<file path="src/rtl/plm_pkg.sv">
package plm_pkg;
    typedef enum logic [2:0] {
        ST_IDLE,
        ST_ODD_A,
        ST_EVEN_B,
        ST_LEFT,
        ST_RIGHT
    } merge_state_t;
endpackage

</file>
<file path="src/rtl/plm_lane_buffer.sv">
module plm_lane_buffer #(
    parameter int PIX_W = 24,
    parameter int DEPTH = 64,
    parameter int LEN_W = 12
) (
    input  logic             clk,
    input  logic             rst_n,
    input  logic             clear,
    input  logic             in_valid,
    input  logic [PIX_W-1:0] in_data,
    output logic             in_ready,
    output logic [LEN_W-1:0] fill,
    input  logic [LEN_W-1:0] rd_idx,
    output logic [PIX_W-1:0] rd_data,
    output logic             refused
);
    localparam int AW = (DEPTH > 1) ? $clog2(DEPTH) : 1;
    localparam logic [LEN_W-1:0] DEPTH_L = LEN_W'(DEPTH);

    logic [PIX_W-1:0] mem [DEPTH];
    logic             wr_en;
    logic [AW-1:0]    wr_addr;

    assign in_ready = (fill < DEPTH_L);
    assign wr_en    = in_valid && in_ready;
    assign wr_addr  = clear ? '0 : fill[AW-1:0];
    assign rd_data  = (rd_idx < DEPTH_L) ? mem[rd_idx[AW-1:0]] : '0;

    always_ff @(posedge clk) begin
        if (wr_en) begin
            mem[wr_addr] <= in_data;
        end
    end

    always_ff @(posedge clk or negedge rst_n) begin
        if (!rst_n) begin
            fill    <= '0;
            refused <= 1'b0;
        end else if (clear) begin
            fill    <= wr_en ? LEN_W'(1) : '0;
            refused <= 1'b0;
        end else begin
            fill    <= fill + LEN_W'(wr_en);
            refused <= refused | (in_valid && !in_ready);
        end
    end
endmodule

</file>
<file path="src/rtl/plm_merge_fsm.sv">
module plm_merge_fsm
    import plm_pkg::*;
#(
    parameter int PIX_W = 24,
    parameter int NARROW_W = 18,
    parameter int LEN_W = 12
) (
    input  logic             clk,
    input  logic             rst_n,
    input  logic             line_start,
    input  logic             mode_lr,
    input  logic             fmt24,
    input  logic [LEN_W-1:0] line_len,
    input  logic [LEN_W-1:0] fill_a,
    input  logic [LEN_W-1:0] fill_b,
    input  logic [PIX_W-1:0] rd_data_a,
    input  logic [PIX_W-1:0] rd_data_b,
    output logic [LEN_W-1:0] rd_idx_a,
    output logic [LEN_W-1:0] rd_idx_b,
    output logic             out_de,
    output logic [PIX_W-1:0] out_data
);
    localparam logic [PIX_W-1:0] NARROW_MASK = PIX_W'((64'd1 << NARROW_W) - 64'd1);

    merge_state_t     state, state_nx;
    logic [LEN_W-1:0] slot;
    logic             avail_a, avail_b, last_slot;
    logic             use_a, adv_a, adv_b;
    logic [PIX_W-1:0] pix, pix_fmt;

    assign avail_a   = rd_idx_a < fill_a;
    assign avail_b   = rd_idx_b < fill_b;
    assign last_slot = (slot + LEN_W'(1)) == line_len;

    // slot action for the current state
    always_comb begin
        use_a = 1'b0;
        adv_a = 1'b0;
        adv_b = 1'b0;
        unique case (state)
            ST_IDLE: ;
            ST_ODD_A: begin
                use_a = 1'b1;
                adv_a = 1'b1;
            end
            ST_EVEN_B: adv_b = 1'b1;
            ST_LEFT: begin
                use_a = avail_a;
                adv_a = avail_a;
                adv_b = !avail_a;
            end
            ST_RIGHT: adv_b = 1'b1;
            default: ;
        endcase
    end

    always_comb begin
        if (use_a) begin
            pix = avail_a ? rd_data_a : '0;
        end else begin
            pix = avail_b ? rd_data_b : '0;
        end
        pix_fmt = fmt24 ? pix : (pix & NARROW_MASK);
    end

    // next-state logic
    always_comb begin
        state_nx = state;
        unique case (state)
            ST_IDLE:   state_nx = ST_IDLE;
            ST_ODD_A:  state_nx = ST_EVEN_B;
            ST_EVEN_B: state_nx = ST_ODD_A;
            ST_LEFT:   state_nx = avail_a ? ST_LEFT : ST_RIGHT;
            ST_RIGHT:  state_nx = ST_RIGHT;
            default:   state_nx = ST_IDLE;
        endcase
        if (state != ST_IDLE && last_slot) begin
            state_nx = ST_IDLE;
        end
        if (line_start) begin
            if (line_len == '0) begin
                state_nx = ST_IDLE;
            end else begin
                state_nx = mode_lr ? ST_LEFT : ST_ODD_A;
            end
        end
    end

    // state register
    always_ff @(posedge clk or negedge rst_n) begin
        if (!rst_n) begin
            state <= ST_IDLE;
        end else begin
            state <= state_nx;
        end
    end

    // outputs and positions
    always_ff @(posedge clk or negedge rst_n) begin
        if (!rst_n) begin
            out_de   <= 1'b0;
            out_data <= '0;
            slot     <= '0;
            rd_idx_a <= '0;
            rd_idx_b <= '0;
        end else if (line_start) begin
            out_de   <= 1'b0;
            out_data <= '0;
            slot     <= '0;
            rd_idx_a <= '0;
            rd_idx_b <= '0;
        end else if (state != ST_IDLE) begin
            out_de   <= 1'b1;
            out_data <= pix_fmt;
            slot     <= slot + LEN_W'(1);
            rd_idx_a <= rd_idx_a + LEN_W'(adv_a);
            rd_idx_b <= rd_idx_b + LEN_W'(adv_b);
        end else begin
            out_de   <= 1'b0;
            out_data <= '0;
        end
    end
endmodule

</file>
<file path="src/rtl/pixel_line_merger.sv">
module pixel_line_merger #(
    parameter int PIX_W = 24,
    parameter int NARROW_W = 18,
    parameter int DEPTH = 64,
    parameter int LEN_W = 12
) (
    input  logic             clk,
    input  logic             rst_n,
    input  logic             mode_lr,
    input  logic             fmt24,
    input  logic [LEN_W-1:0] line_len,
    input  logic             line_start,
    input  logic             a_valid,
    output logic             a_ready,
    input  logic [PIX_W-1:0] a_data,
    input  logic             b_valid,
    output logic             b_ready,
    input  logic [PIX_W-1:0] b_data,
    output logic             out_de,
    output logic [PIX_W-1:0] out_data,
    output logic             ovf
);
    localparam int NCH = 2;

    logic             ch_valid [NCH];
    logic             ch_ready [NCH];
    logic [PIX_W-1:0] ch_data  [NCH];
    logic [LEN_W-1:0] ch_fill  [NCH];
    logic [LEN_W-1:0] ch_idx   [NCH];
    logic [PIX_W-1:0] ch_rd    [NCH];
    logic             ch_ref   [NCH];

    assign ch_valid[0] = a_valid;
    assign ch_valid[1] = b_valid;
    assign ch_data[0]  = a_data;
    assign ch_data[1]  = b_data;
    assign a_ready     = ch_ready[0];
    assign b_ready     = ch_ready[1];
    assign ovf         = ch_ref[0] | ch_ref[1];

    for (genvar c = 0; c < NCH; c++) begin : g_lane
        plm_lane_buffer #(
            .PIX_W(PIX_W),
            .DEPTH(DEPTH),
            .LEN_W(LEN_W)
        ) u_buf (
            .clk     (clk),
            .rst_n   (rst_n),
            .clear   (line_start),
            .in_valid(ch_valid[c]),
            .in_data (ch_data[c]),
            .in_ready(ch_ready[c]),
            .fill    (ch_fill[c]),
            .rd_idx  (ch_idx[c]),
            .rd_data (ch_rd[c]),
            .refused (ch_ref[c])
        );
    end

    plm_merge_fsm #(
        .PIX_W   (PIX_W),
        .NARROW_W(NARROW_W),
        .LEN_W   (LEN_W)
    ) u_fsm (
        .clk       (clk),
        .rst_n     (rst_n),
        .line_start(line_start),
        .mode_lr   (mode_lr),
        .fmt24     (fmt24),
        .line_len  (line_len),
        .fill_a    (ch_fill[0]),
        .fill_b    (ch_fill[1]),
        .rd_data_a (ch_rd[0]),
        .rd_data_b (ch_rd[1]),
        .rd_idx_a  (ch_idx[0]),
        .rd_idx_b  (ch_idx[1]),
        .out_de    (out_de),
        .out_data  (out_data)
    );
endmodule

</file>
<file path="config.mk">
export PLATFORM = sky130hd
export DESIGN_NAME = pixel_line_merger
export DESIGN_NICKNAME = d
export VERILOG_FILES = /design/src/rtl/plm_pkg.sv /design/src/rtl/plm_lane_buffer.sv /design/src/rtl/plm_merge_fsm.sv /design/src/rtl/pixel_line_merger.sv
export SDC_FILE = /design/constraint.sdc
export NUM_CORES = 2
export LEC_CHECK = 0
export BUFFER_PORTS_ARGS = -buffer_cell sky130_fd_sc_hd__buf_2
export CAP_MARGIN = 10
export CORE_MARGIN = 2
export CORE_UTILIZATION = 55
export CTS_BUF_LIST = sky130_fd_sc_hd__clkbuf_2
export CTS_CLUSTER_SIZE = 14
export DETAILED_ROUTE_END_ITERATION = 6
export GPL_TIMING_DRIVEN = 0
export PLACE_DENSITY = 0.71
export SLEW_MARGIN = 20
export SYNTH_ARGS = -nofsm -noshare
export SYNTH_HDL_FRONTEND = slang
export SYNTH_HIERARCHICAL = 1
export SYNTH_SLANG_ARGS = --single-unit
</file>
<file path="constraint.sdc">
create_clock -name clk -period 3.4 [get_ports clk]
set_input_delay 0.51 -clock clk [delete_from_list [all_inputs] [get_ports clk]]
set_output_delay 0.51 -clock clk [all_outputs]
set_load 0.02 [all_outputs]
</file>
* Word-level counts from Yosys, hierarchy flattened
Memories as Yosys holds them, arrays and structs flattened. Index checks and enable logic that the tools add are counted. Widths: inputs -> output; s select.
Cells by class: $add $sub $neg 5, order comparisons 6, eq/ne operators 5, multiplexer cells 36, bitwise logic cells 3, reduce and logical (&&, ||, !) cells 12
Operators by type and width (count):
- $mux 24 | 8
- $mux 12 | 8
- $add 12x1->12 | 4
- $lt 12x7->1 const B | 4
- $lt 12x12->1 | 2
- $add 12x1->12 const B | 1
- $eq 12x12->1 | 1
- $logic_not 12->1 | 1
- $mux 3 | 4
- $mux 6 | 2
- $pmux 3 s4 | 1
- $mux 1 | 10
- $eq 3x2->1 const B | 2
- $logic_and 1x1->1 | 5
- $pmux 1 s2 | 2
- $eq 3x1->1 const B | 1
- $eq 3x3->1 const B | 1
- $logic_not 1->1 | 3
- $or 1x1->1 | 3
- $reduce_bool 3->1 | 1
- $mux 2 | 1
- $reduce_bool 2->1 | 1
- $reduce_or 2->1 | 1
Word-level totals: bits in registers 90, bits in writable memories 3072, logic and storage cells 79, memories kept 2
Memories:
- g_lane[0].u_buf.mem | words 64, width 24, rd ports 1, clocked after Yosys merged registers in 0, write ports 1, RTL line plm_lane_buffer.sv:20 | logic [PIX_W-1:0] mem [DEPTH];
- g_lane[1].u_buf.mem | words 64, width 24, rd ports 1, clocked after Yosys merged registers in 0, write ports 1, RTL line plm_lane_buffer.sv:20

* Logic depth before layout (Yosys ltp)
word-level depth 7, mapped depth 14

* Modules after synthesis
The synthesis kept the hierarchy.
Modules (own cells, without submodules):
- plm_lane_buffer | instances 2, cells an instance 2603, area each 59477.0 um2
- plm_merge_fsm | instances 1, cells an instance 402, area each 3786.1 um2
- pixel_line_merger | instances 1, cells an instance 1, area each 6.3 um2

* Least setup slack after synthesis
No wires, ideal clock.
path type register to register, start point reg g_lane[0].u_buf.fill[6], end point mem g_lane[0].u_buf.mem[63][0], enable pin, setup time 405 ps, arrival 2396 ps, required time 2995 ps, path slack 599 ps, stages on the path, launching flop included 6, path buffers 0, clock period less this slack 2801 ps, cell sequence dfrtp_1 > nor2_1 > nand4_1 > nor3b_1 > nand3_1 > nor2_1
On the way: longest elaborated chain between the ends 4
Ends and longest elaborated chain:
- start: declaration | RTL line plm_lane_buffer.sv:12 | output logic [LEN_W-1:0] fill,
- start signal: assignment | RTL line plm_lane_buffer.sv:40 | fill <= wr_en ? LEN_W'(1) : '0;
- start signal: assignment | RTL line plm_lane_buffer.sv:43 | fill <= fill + LEN_W'(wr_en);
- $lt 12x7->1 | RTL line plm_lane_buffer.sv:24 | assign in_ready = (fill < DEPTH_L);
- $logic_and 1x1->1 | RTL line plm_lane_buffer.sv:25 | assign wr_en = in_valid && in_ready;
- $mux 1 | RTL line plm_lane_buffer.sv:30 | if (wr_en) begin
- $mux 1 (not written as such) | RTL line plm_lane_buffer.sv:31 | mem[wr_addr] <= in_data;
- end: declaration | RTL line plm_lane_buffer.sv:20
No other way between the ends.

==> impl_metrics.json <==
{
  "outcome": "finished with violations",
  "violations": "design-rule violations, negative setup slack",
  "vias_per_cell": 6.72,
  "first_global_vias": 68300,
  "fp.dieArea_sq_um": 227000,
  "final.period_utilization_pct": 115,
  "fin_crit_ns": 3.92,
  "hold_violations": 0,
  "fin_total_pwr_mw": 78.9,
  "antenna_left": 0,
  "yosysMostFrequentCell": "edfxtp_1",
  "dpl.hpwl_um": 247000,
  "via_count": 69800,
  "ir_worst_vdd_uv": 443,
  "grt_first_pass_wirelength_um": 530000,
  "cts_buffers": 753,
  "synth_common_cells": "edfxtp_1, mux4_2, nor2_1, o22ai_1, mux2i_1",
  "totalWireLength_um": 391000,
  "cts_tree": "done",
  "io_buffers": 94,
  "cts_sinks": 3162,
  "whs_path_depth": 4,
  "cp-start-kind": "flip-flop",
  "cellPowerDensity_nw_per_um2": 551,
  "dpl.cell_count": 8810,
  "synth.area.top_cells": "edfxtp_1, mux4_2, dfrtp_1",
  "die_h_um": 476,
  "nNetsFinal": 6956,
  "multi_input_area_sq_um": 28500,
  "critPathRequiredTime_ns": 5.25,
  "dpl_cell_area_sq_um": 131000,
  "clkSlewWorstSetupHoldPaths_ns": 0.12,
  "dr.pass1.iters": 7,
  "synth.avg_cell_area_sq_um": 21.9,
  "crit_fanout": 10,
  "r2r_cells": 7,
  "die_w_um": 476,
  "worst_slew_pin_slew_ns": 1.34,
  "fmax_mhz": 255,
  "fillers": 14600,
  "ff_latch_area_sq_um": 94500,
  "ys_ff_latch": 3162,
  "route.detailed.drc": 1,
  "gp_congestion": 1.01,
  "yosysSeqAreaShare_pct": 77.0,
  "drive_gt1_share_pct": 38.9,
  "first_iter_violations": 12500,
  "setup_viol": 168,
  "syn_nets": 5707,
  "synth_top_cell_by_area": "edfxtp_1",
  "synth.distinct_cells": 69,
  "cts_max_level": 6,
  "report.final.slew_viol_count": 0,
  "wl_per_cell_um": 37.6,
  "hold_class": "in -> reg",
  "synth_edf_count": 3072,
  "area_delta_synth_final_pct": 16.5,
  "relSlewSlack_pct": 10.6,
  "grt_util_all_layers_pct": 34.1,
  "io_pins": 95,
  "core-area_sq_um": 222000,
  "num_rows": 173,
  "stdcell_area_sq_um": 143000,
  "insertion_delay_ns": 2.07,
  "p_leak_nw": 45.7,
  "synthCells": 5609,
  "stdcell_count": 10400,
  "fin_ws_ns": -0.522,
  "cts-root-to-sink-buffers": 4,
  "grt_overflow_total": 0,
  "grt_max_degree": 65,
  "antenna_found_initial": 21,
  "preCtsSetupSlack_ns": -1.15,
  "syn-cell-area_sq_um": 123000,
  "critical_path_arrival_ns": 5.77,
  "start_util_pct": 55.3,
  "async_reset_ff_share_pct": 2.85,
  "clockRootBuffer": "clkbuf_2",
  "synth_flop_cell": "edfxtp_1",
  "ys_warn_count": 6,
  "rsz0062_at_grt": "yes",
  "end_kind": "flip-flop",
  "finClkSkew_ns": 0.178,
  "criticalPathCategory": "reg -> reg",
  "synth_top_area_share_pct": 75.2,
  "maxCapViolCount": 0
}
through the flow:
stage	TNS [ns]	hold WS, ns	util [%]
3_3_place_gp	-4455.49	0.472	57.2
3_5_place_dp	-617.66	0.441	59.1
5_1_grt	-13.61	0.0468	64.4
4_1_cts	-11.70	0.00240	64.0
6_report	-11.73	0.165	64.4
2_1_floorplan	0	0.214	-
power breakdown:
group | switching, mW | internal, mW | total [mW]
registers | 0.150 | 42.9 | 43.0
clock network | 15.0 | 9.06 | 24.1
logic | 6.96 | 4.83 | 11.8
sequential cells by signal (all words and copies together), names as in the netlist:
register,flops
u_fsm/rd_idx_b,12
g_lane.u_buf/fill,24
u_fsm/out_data,24
u_fsm/slot,12
u_fsm/out_de,1
g_lane.u_buf/mem,3072
u_fsm/rd_idx_a,12
u_fsm/state,3
g_lane.u_buf/refused,2
path summary, 6_finish.rpt:
kind,to,slack [ns],start
hold / removal,g_lane[1].u_buf/mem[37][10],0.16,b_data[10]
min in group asynchronous,u_fsm/rd_idx_b[0],0.66,rst_n
hold reg to reg,u_fsm/slot[1],0.58,u_fsm/slot[1]
setup reg to reg,u_fsm/out_data[17],-0.52,u_fsm/rd_idx_a[4]
max in group asynchronous,u_fsm/out_data[4],2.02,rst_n
setup / recovery,u_fsm/out_data[17],-0.52,u_fsm/rd_idx_a[4]
worst max-delay path, stage by stage, from the launching register on:
cell and delay (ns):
dfrtp_2 0.59, buf_2 0.30, nand2b_2 0.51, clkbuf_2 0.55, o22ai_1 0.17, o21ai_1 0.95
a22o_1 0.41, a22o_1 0.30
cell families after synthesis:
family	count (synthesis)	share of synthesized area [%]
compound gates	478	2.68
xor+xnor	66	0.471
fa+ha+maj	31	0.316
buf+inv	333	1.69
flops	3162	77.0
mux	944	15.6
simple gates	595	2.23
metal layers:
layer  global-route usage [%]  vias to the layer above  share of wire, %
li1                         -                    26700                 -
met2                     51.7                     6300                46
met3                     11.4                     1434                14
met1                     41.8                    35400                32
met4                     22.8                       18               8.1
met5                    0.777                        -             0.088
layout by cell type (no fill, tap or decap), types with 21 or more instances in the layout:
| cell type | netlist | routed |
|---|---|---|
| edfxtp_1 | 3072 | 3072 |
| clkbuf_2 | 2 | 1133 |
| mux4_2 | 752 | 752 |
| buf_4 | 70 | 163 |
| dlygate4sd3_1 | 0 | 158 |
| clkinv_1 | 0 | 154 |
| nor2_1 | 284 | 145 |
| nor2_4 | 0 | 131 |
| buf_16 | 0 | 130 |
| o22ai_1 | 143 | 129 |
| buf_2 | 84 | 104 |
| mux2i_1 | 136 | 102 |
| nand2_1 | 96 | 85 |
| buf_6 | 46 | 81 |
| dfrtp_1 | 90 | 71 |
| buf_12 | 4 | 68 |
| a21oi_1 | 72 | 61 |
| mux2_2 | 40 | 40 |
| a211oi_1 | 51 | 37 |
| nor2b_1 | 38 | 36 |
| inv_1 | 37 | 35 |
| xor2_1 | 35 | 35 |
| a22o_1 | 44 | 35 |
| clkbuf_1 | 84 | 31 |
| xnor2_1 | 31 | 31 |
| nor3_1 | 33 | 31 |
| ha_1 | 31 | 30 |
| o21ai_0 | 30 | 29 |
| nand3_1 | 35 | 26 |
| mux2i_2 | 0 | 22 |
| nand4_1 | 21 | 21 |
layout make-up:
cell class	count	area share, %
antenna	18	0.0315
buffer	290	1.56
clock buffer	1104	3.86
clock inverter	197	0.667
inverter	37	0.0971
multi-input combinational	2114	19.9
sequential	3162	66.1
tap	2975	2.60
timing repair buffer	500	5.19
what timing repair did:
| action | 4_1_cts | 5_1_grt |
|---|---|---|
| resized for setup | 313 | 82 |
| hold buffers | 206 | 0 |
| setup endpoints to repair | 1537 | 691 |
| setup buffers | 30 | 38 |
| pin swaps | 21 | 26 |
| endpoints found under the hold margin | 5289 | 0 |
(Power assumes the default switching activity.)
